[src/rtl/dpa_pkg.sv]
package dpa_pkg;
  typedef enum logic {
    SIDE_L = 1'b0,
    SIDE_R = 1'b1
  } side_e;

  function automatic side_e other_side(input side_e s);
    return (s == SIDE_L) ? SIDE_R : SIDE_L;
  endfunction
endpackage

[src/rtl/dpa_arrival.sv]
module dpa_arrival #(
  parameter int AW = 11
) (
  input  logic          clk,
  input  logic          rst,
  input  logic          sel,
  input  logic [AW-1:0] addr,
  output logic          fresh
);
  logic          sel_q;
  logic [AW-1:0] addr_q;

  always_ff @(posedge clk) begin
    if (rst) begin
      sel_q  <= 1'b0;
      addr_q <= '0;
    end else begin
      sel_q  <= sel;
      addr_q <= addr;
    end
  end

  // a port arrives when it becomes selected or moves while selected
  assign fresh = sel && (!sel_q || (addr != addr_q));
endmodule

[src/rtl/dpa_decide.sv]
module dpa_decide
  import dpa_pkg::*;
#(
  parameter int AW = 11
) (
  input  logic          clk,
  input  logic          rst,
  input  logic          follow,
  input  logic          l_sel,
  input  logic          r_sel,
  input  logic [AW-1:0] l_addr,
  input  logic [AW-1:0] r_addr,
  input  logic          l_fresh,
  input  logic          r_fresh,
  output logic          l_busy_n,
  output logic          r_busy_n
);
  logic  match;
  logic  coll_q, coll_d;
  side_e win_q, win_d;
  side_e tie_q, tie_d;

  assign match = !follow && l_sel && r_sel && (l_addr == r_addr);

  always_comb begin
    coll_d = 1'b0;
    win_d  = win_q;
    tie_d  = tie_q;
    if (match) begin
      coll_d = 1'b1;
      if (!coll_q) begin
        if (l_fresh && !r_fresh) begin
          win_d = SIDE_R;
        end else if (r_fresh && !l_fresh) begin
          win_d = SIDE_L;
        end else begin
          win_d = tie_q;
          tie_d = other_side(tie_q);
        end
      end
    end
  end

  always_ff @(posedge clk) begin
    if (rst) begin
      coll_q <= 1'b0;
      win_q  <= SIDE_L;
      tie_q  <= SIDE_L;
    end else begin
      coll_q <= coll_d;
      win_q  <= win_d;
      tie_q  <= tie_d;
    end
  end

  assign l_busy_n = match && (win_d == SIDE_R);
  assign r_busy_n = match && (win_d == SIDE_L);


  held_winner_chk: assert property (@(posedge clk) disable iff (rst)
    (coll_q && $past(coll_q)) |-> $stable(win_q));
endmodule

[src/rtl/dpa_wgate.sv]
module dpa_wgate (
  input  logic sel,
  input  logic wr,
  input  logic follow,
  input  logic busy_int,
  input  logic busy_ext,
  output logic go
);
  logic blocked;
  assign blocked = follow ? busy_ext : busy_int;
  assign go      = sel && wr && !blocked;
endmodule

[src/rtl/dpa_busy_arb.sv]
module dpa_busy_arb #(
  parameter int AW = 11
) (
  input  logic          clk,
  input  logic          rst,
  input  logic          follow,
  input  logic          l_sel,
  input  logic          l_wr,
  input  logic [AW-1:0] l_addr,
  input  logic          l_busy_i,
  input  logic          r_sel,
  input  logic          r_wr,
  input  logic [AW-1:0] r_addr,
  input  logic          r_busy_i,
  output logic          l_busy_o,
  output logic          r_busy_o,
  output logic          l_wr_go,
  output logic          r_wr_go
);
  localparam int NPORT = 2;

  logic [NPORT-1:0]   sel_v, wr_v, fresh_v, bin_v, bint_v, go_v;
  logic [AW-1:0]      addr_v [NPORT];

  assign sel_v     = {r_sel, l_sel};
  assign wr_v      = {r_wr, l_wr};
  assign bin_v     = {r_busy_i, l_busy_i};
  assign addr_v[0] = l_addr;
  assign addr_v[1] = r_addr;

  for (genvar p = 0; p < NPORT; p++) begin : g_port
    dpa_arrival #(.AW(AW)) i_arr (
      .clk  (clk),
      .rst  (rst),
      .sel  (sel_v[p]),
      .addr (addr_v[p]),
      .fresh(fresh_v[p])
    );
    dpa_wgate i_gate (
      .sel     (sel_v[p]),
      .wr      (wr_v[p]),
      .follow  (follow),
      .busy_int(bint_v[p]),
      .busy_ext(bin_v[p]),
      .go      (go_v[p])
    );
  end

  dpa_decide #(.AW(AW)) i_dec (
    .clk     (clk),
    .rst     (rst),
    .follow  (follow),
    .l_sel   (l_sel),
    .r_sel   (r_sel),
    .l_addr  (l_addr),
    .r_addr  (r_addr),
    .l_fresh (fresh_v[0]),
    .r_fresh (fresh_v[1]),
    .l_busy_n(bint_v[0]),
    .r_busy_n(bint_v[1])
  );

  always_ff @(posedge clk) begin
    if (rst) begin
      l_busy_o <= 1'b0;
      r_busy_o <= 1'b0;
      l_wr_go  <= 1'b0;
      r_wr_go  <= 1'b0;
    end else begin
      l_busy_o <= bint_v[0];
      r_busy_o <= bint_v[1];
      l_wr_go  <= go_v[0];
      r_wr_go  <= go_v[1];
    end
  end


  busy_mutex_chk: assert property (@(posedge clk) disable iff (rst)
    !(l_busy_o && r_busy_o));


  busy_cause_chk: assert property (@(posedge clk) disable iff (rst)
    $rose(l_busy_o) || $rose(r_busy_o) |->
      $past(!follow && l_sel && r_sel && (l_addr == r_addr)));


  go_not_busy_chk: assert property (@(posedge clk) disable iff (rst)
    !(l_wr_go && l_busy_o) && !(r_wr_go && r_busy_o));


  follow_block_chk: assert property (@(posedge clk) disable iff (rst)
    $past(follow && l_busy_i) |-> (!l_wr_go && !l_busy_o && !r_busy_o));
endmodule

[config.mk]
export PLATFORM = sky130hd
export DESIGN_NAME = dpa_busy_arb
export DESIGN_NICKNAME = d
export VERILOG_FILES = /design/src/rtl/dpa_pkg.sv /design/src/rtl/dpa_arrival.sv /design/src/rtl/dpa_decide.sv /design/src/rtl/dpa_wgate.sv /design/src/rtl/dpa_busy_arb.sv
export SDC_FILE = /design/constraint.sdc
export NUM_CORES = 1
export LEC_CHECK = 0
export ABC_CLOCK_PERIOD_IN_PS = 1550
export BUFFER_PORTS_ARGS = -buffer_cell sky130_fd_sc_hd__buf_2
export CAP_MARGIN = 20
export CORE_MARGIN = 2
export CORE_UTILIZATION = 40
export DETAILED_ROUTE_END_ITERATION = 12
export GPL_TIMING_DRIVEN = 0
export PLACE_DENSITY = 0.66
export SLEW_MARGIN = 5
export SYNTH_ARGS = -nofsm -noshare
export SYNTH_HDL_FRONTEND = slang
export SYNTH_SLANG_ARGS = --single-unit
[constraint.sdc]
create_clock -name clk -period 1.55 [get_ports clk]
set_input_delay 0.0775 -clock clk [delete_from_list [all_inputs] [get_ports clk]]
set_output_delay 0.0775 -clock clk [all_outputs]
set_load 0.005 [all_outputs]
==> out/metrics.csv <==
stage,metric,value,unit
sta,setup_ws,-0.2415,ns
yosys,synth_compound_area_share,5.403,%
routing,routed_wl,2633,microns
global_routing,gr-usage-all-layers,15.81,%
power,power_per_cell_area,945.7,nW/um^2
yosys,synth_xor_xnor_area_share,21.90,%
finish,fin_area,1678,sq um
setup_path,cp-end-kind,flip-flop,
setup_path,worstSetupPathType,reg -> reg,
global_routing,met2_usage,25.53,%
placement,dp.final_hpwl,1979,microns
clock_network,clock_latency,0.32,ns
die,die_area,3775,sq um
yosys,yosysSeqAreaShare,47.01,%
sta,fin_worst_skew,0.003215,ns
die,core_area,3103,sq um
yosys,synth_top_family_by_area,simple AND/OR/NAND/NOR gates,
outcome,violations,setup timing,
sta,period_needed,1.792,ns
global_routing,grt_pass1_wl,4271,microns
clock_network,cts_root_buf,clkbuf_4,
sta,slew_headroom,64.14,%
routing,routedWlPerCell,11.91,microns
power,swShare,23.55,%
sta,fmax,558.2,MHz
global_routing,use_met1,19.33,%
placement,place_congestion,0.7732,
finish,antenna_cells,0,
yosys,synth_fa_ha_area_share,0,%
clock_network,cts_tree,built,
yosys,synth_top_area_share,47.01,%
setup_path,critPathArrivalTime,2.01,ns
clock_network,clkSlewWorstSetupHoldPaths,0.09,ns
yosys,yosysWarnings,0,
yosys,ys_ff_latch,31,
power,power.switching,0.3736,mW
die,die_h,61.45,microns
routing,drt-vias-per-instance,4.552,
global_routing,grt_max_degree,11,
sta,setup_violations,6,
power,p_int,1.213,mW
yosys,synth.distinct_cells,26,
clock_network,cts_buffers,5,
sta,rsz0062_at_grt,true,
routing,vias,1006,
die,fp-row-count,20,
die,die_width,61.45,microns
worst_hold_path,holdCritPathClass,in -> reg,
setup_path,crit_path_start_kind,flip-flop,
sta,fin_crit_sh,115.6,%
yosys,avgSynthCellArea,10.00,sq um
global_routing,grt_pass1_vias,984,
power,power.total,1.587,mW
placement,portBuffers,34,
yosys,synth_area_leader_cell,dfxtp_1,
yosys,ys.flop_type,dfxtp_1,
yosys,synth_common_cells,"dfxtp_1 (31), nor2b_1 (24), xnor2_1 (22)",
global_routing,grt_overflow,0,
run,drv_cap,0,
global_routing,grt.met3_usage,5.252,%
clock_network,cts_buffer_depth,2,
die,io_pins,35,
yosys,synthSimpleGateAreaFrac,24.27,%
power,clockPowerShare,33.2,%
die,initial_core_util,42.54,%
finish,multi_input_area,715.7,sq um
yosys,synthCells,132,
sta,tightest_slew,0.5379,ns
finish,fin_util,54.07,%
yosys,synth_edf_count,0,
sta,finalMaxSlewViolations,0,
placement,dpl_cell_area,1545,sq um
power,ir_worst_vdd,0.5005,mV
power,p_leak,0.6863,nW
yosys,syn-cell-area,1320,sq um
routing,first_pass_iters,3,
outcome,status,"finished, violations left",
routing,antenna_left,0,
global_routing,busiest_layer,met2,
sta,hold_viol_final,0,
power,seqPwrFrac,53.4,%
finish,area_growth_syn_to_layout,27.11,%
power,pwr-share-comb,13.4,%
setup_path,critPathRequiredTime,1.77,ns
setup_path,cp_max_fo,3,
clock_network,clkSinkCount,31,
finish,nets,207,
finish,drive_gt1_share,29.38,%
routing,remaining_drc_errors,0,
yosys,synth_most_common_cell,dfxtp_1,
routing,first_iter_violations,45,
yosys,ys_async_sr_fraction,0,%
finish,nFillCells,320,
finish,ff_latch_area,624.3,sq um
global_routing,grt_antenna_before_repair,0,
clock_network,htreeDepth,2,
yosys,synthTopCellsByArea,"dfxtp_1 (47%), xnor2_1 (15%), nor2b_1 (11%)",
yosys,synth.area.mux_share,0,%
yosys,syn_nets,163,
-- final timing paths --
path	start	to	slack (ns)	cells past startpoint
setup reg to reg	g_port[0].i_arr.addr_q[8]	r_wr_go	-0.24	6
setup / recovery	g_port[0].i_arr.addr_q[8]	r_wr_go	-0.24	6
hold reg to reg	i_dec.win_q	r_busy_o	0.54	2
hold / removal	l_addr[3]	g_port[0].i_arr.addr_q[3]	0.02	2
-- per-layer routing --
metal / share of wire, % / wire length [microns]
met5: 0 / 0
met4: 0.99 / 26
met3: 4.7 / 123
met2: 48 / 1266
met1: 46 / 1216
-- cells by family (layout without fill, tap and decap cells) --
| family | Yosys count | after routing |
|---|---|---|
| AOI/OAI and AO/OA | 10 | 10 |
| xor gates and xnor gates | 33 | 33 |
| buffers and inverters | 5 | 50 |
| DFF | 31 | 31 |
| and+or+nand+nor | 53 | 53 |
-- final cells by class --
class | count | area share [%]
Clock buffer | 8 | 4.101
Timing Repair Buffer | 37 | 11.63
Tap cell | 44 | 3.281
Buffer | 2 | 0.4474
Inverter | 3 | 0.6711
Sequential cell | 31 | 37.21
Multi-Input combinational cell | 96 | 42.65
-- state kept, by name (all words and copies together) (netlist names) --
name                 count
g_port.i_arr.addr_q     22
l_wr_go                  1
i_dec.coll_q             1
g_port.i_arr.sel_q       2
r_wr_go                  1
i_dec.win_q              1
i_dec.tie_q              1
r_busy_o                 1
l_busy_o                 1
-- metrics by stage --
step,worst slack (ns),hold slack (ns),TNS [ns],std cells
after global routing,-0.3465,0.01107,-1.860,221
after global placement,-0.2320,0.3139,-0.8180,210
after CTS,-0.2490,0.008228,-1.161,221
after floorplan,-0.1234,0.1491,-0.2063,132
final,-0.2415,0.01773,-1.067,221
after detailed placement,-0.2508,0.3285,-1.021,210
-- cell usage in the layout (no fill, tap or decap), types with 2 or more instances in the layout --
master	count
buf_2	34
nor2b_1	24
inv_1	3
nor4_1	3
clkbuf_8	2
xor2_1	11
clkbuf_1	3
nand2_1	4
xnor2_1	19
buf_4	2
a21oi_1	3
xnor2_2	3
nand4_1	8
dfxtp_1	28
nand3_1	3
clkbuf_4	5
dfxtp_2	3
nor2_1	4
-- worst max-delay path, cell delays in order (launching register included) --
cell     delay, ns
dfxtp_2       0.34
xnor2_2       0.16
nand4_1       0.11
or3_4         0.39
a21o_1        0.19
a221o_1       0.34
o21a_1        0.17
-- repair_timing --
action	in CTS	in global routing
pin swaps	3	6
gates resized for setup	3	5
hold endpoints to repair	1	0
setup endpoints to repair	6	6
buffers inserted	2	0
hold buffers	1	0
-- power groups by stage --
stage | combinational (mW) | sequential (mW) | clock (mW)
2_1_floorplan | 0.113 | 0.862 | 0
3_3_place_gp | 0.196 | 0.863 | 0
3_5_place_dp | 0.200 | 0.864 | 0
4_1_cts | 0.210 | 0.846 | 0.539
5_1_grt | 0.237 | 0.851 | 0.576
6_report | 0.213 | 0.847 | 0.527
Note: power is estimated with default switching activity, not from simulation.
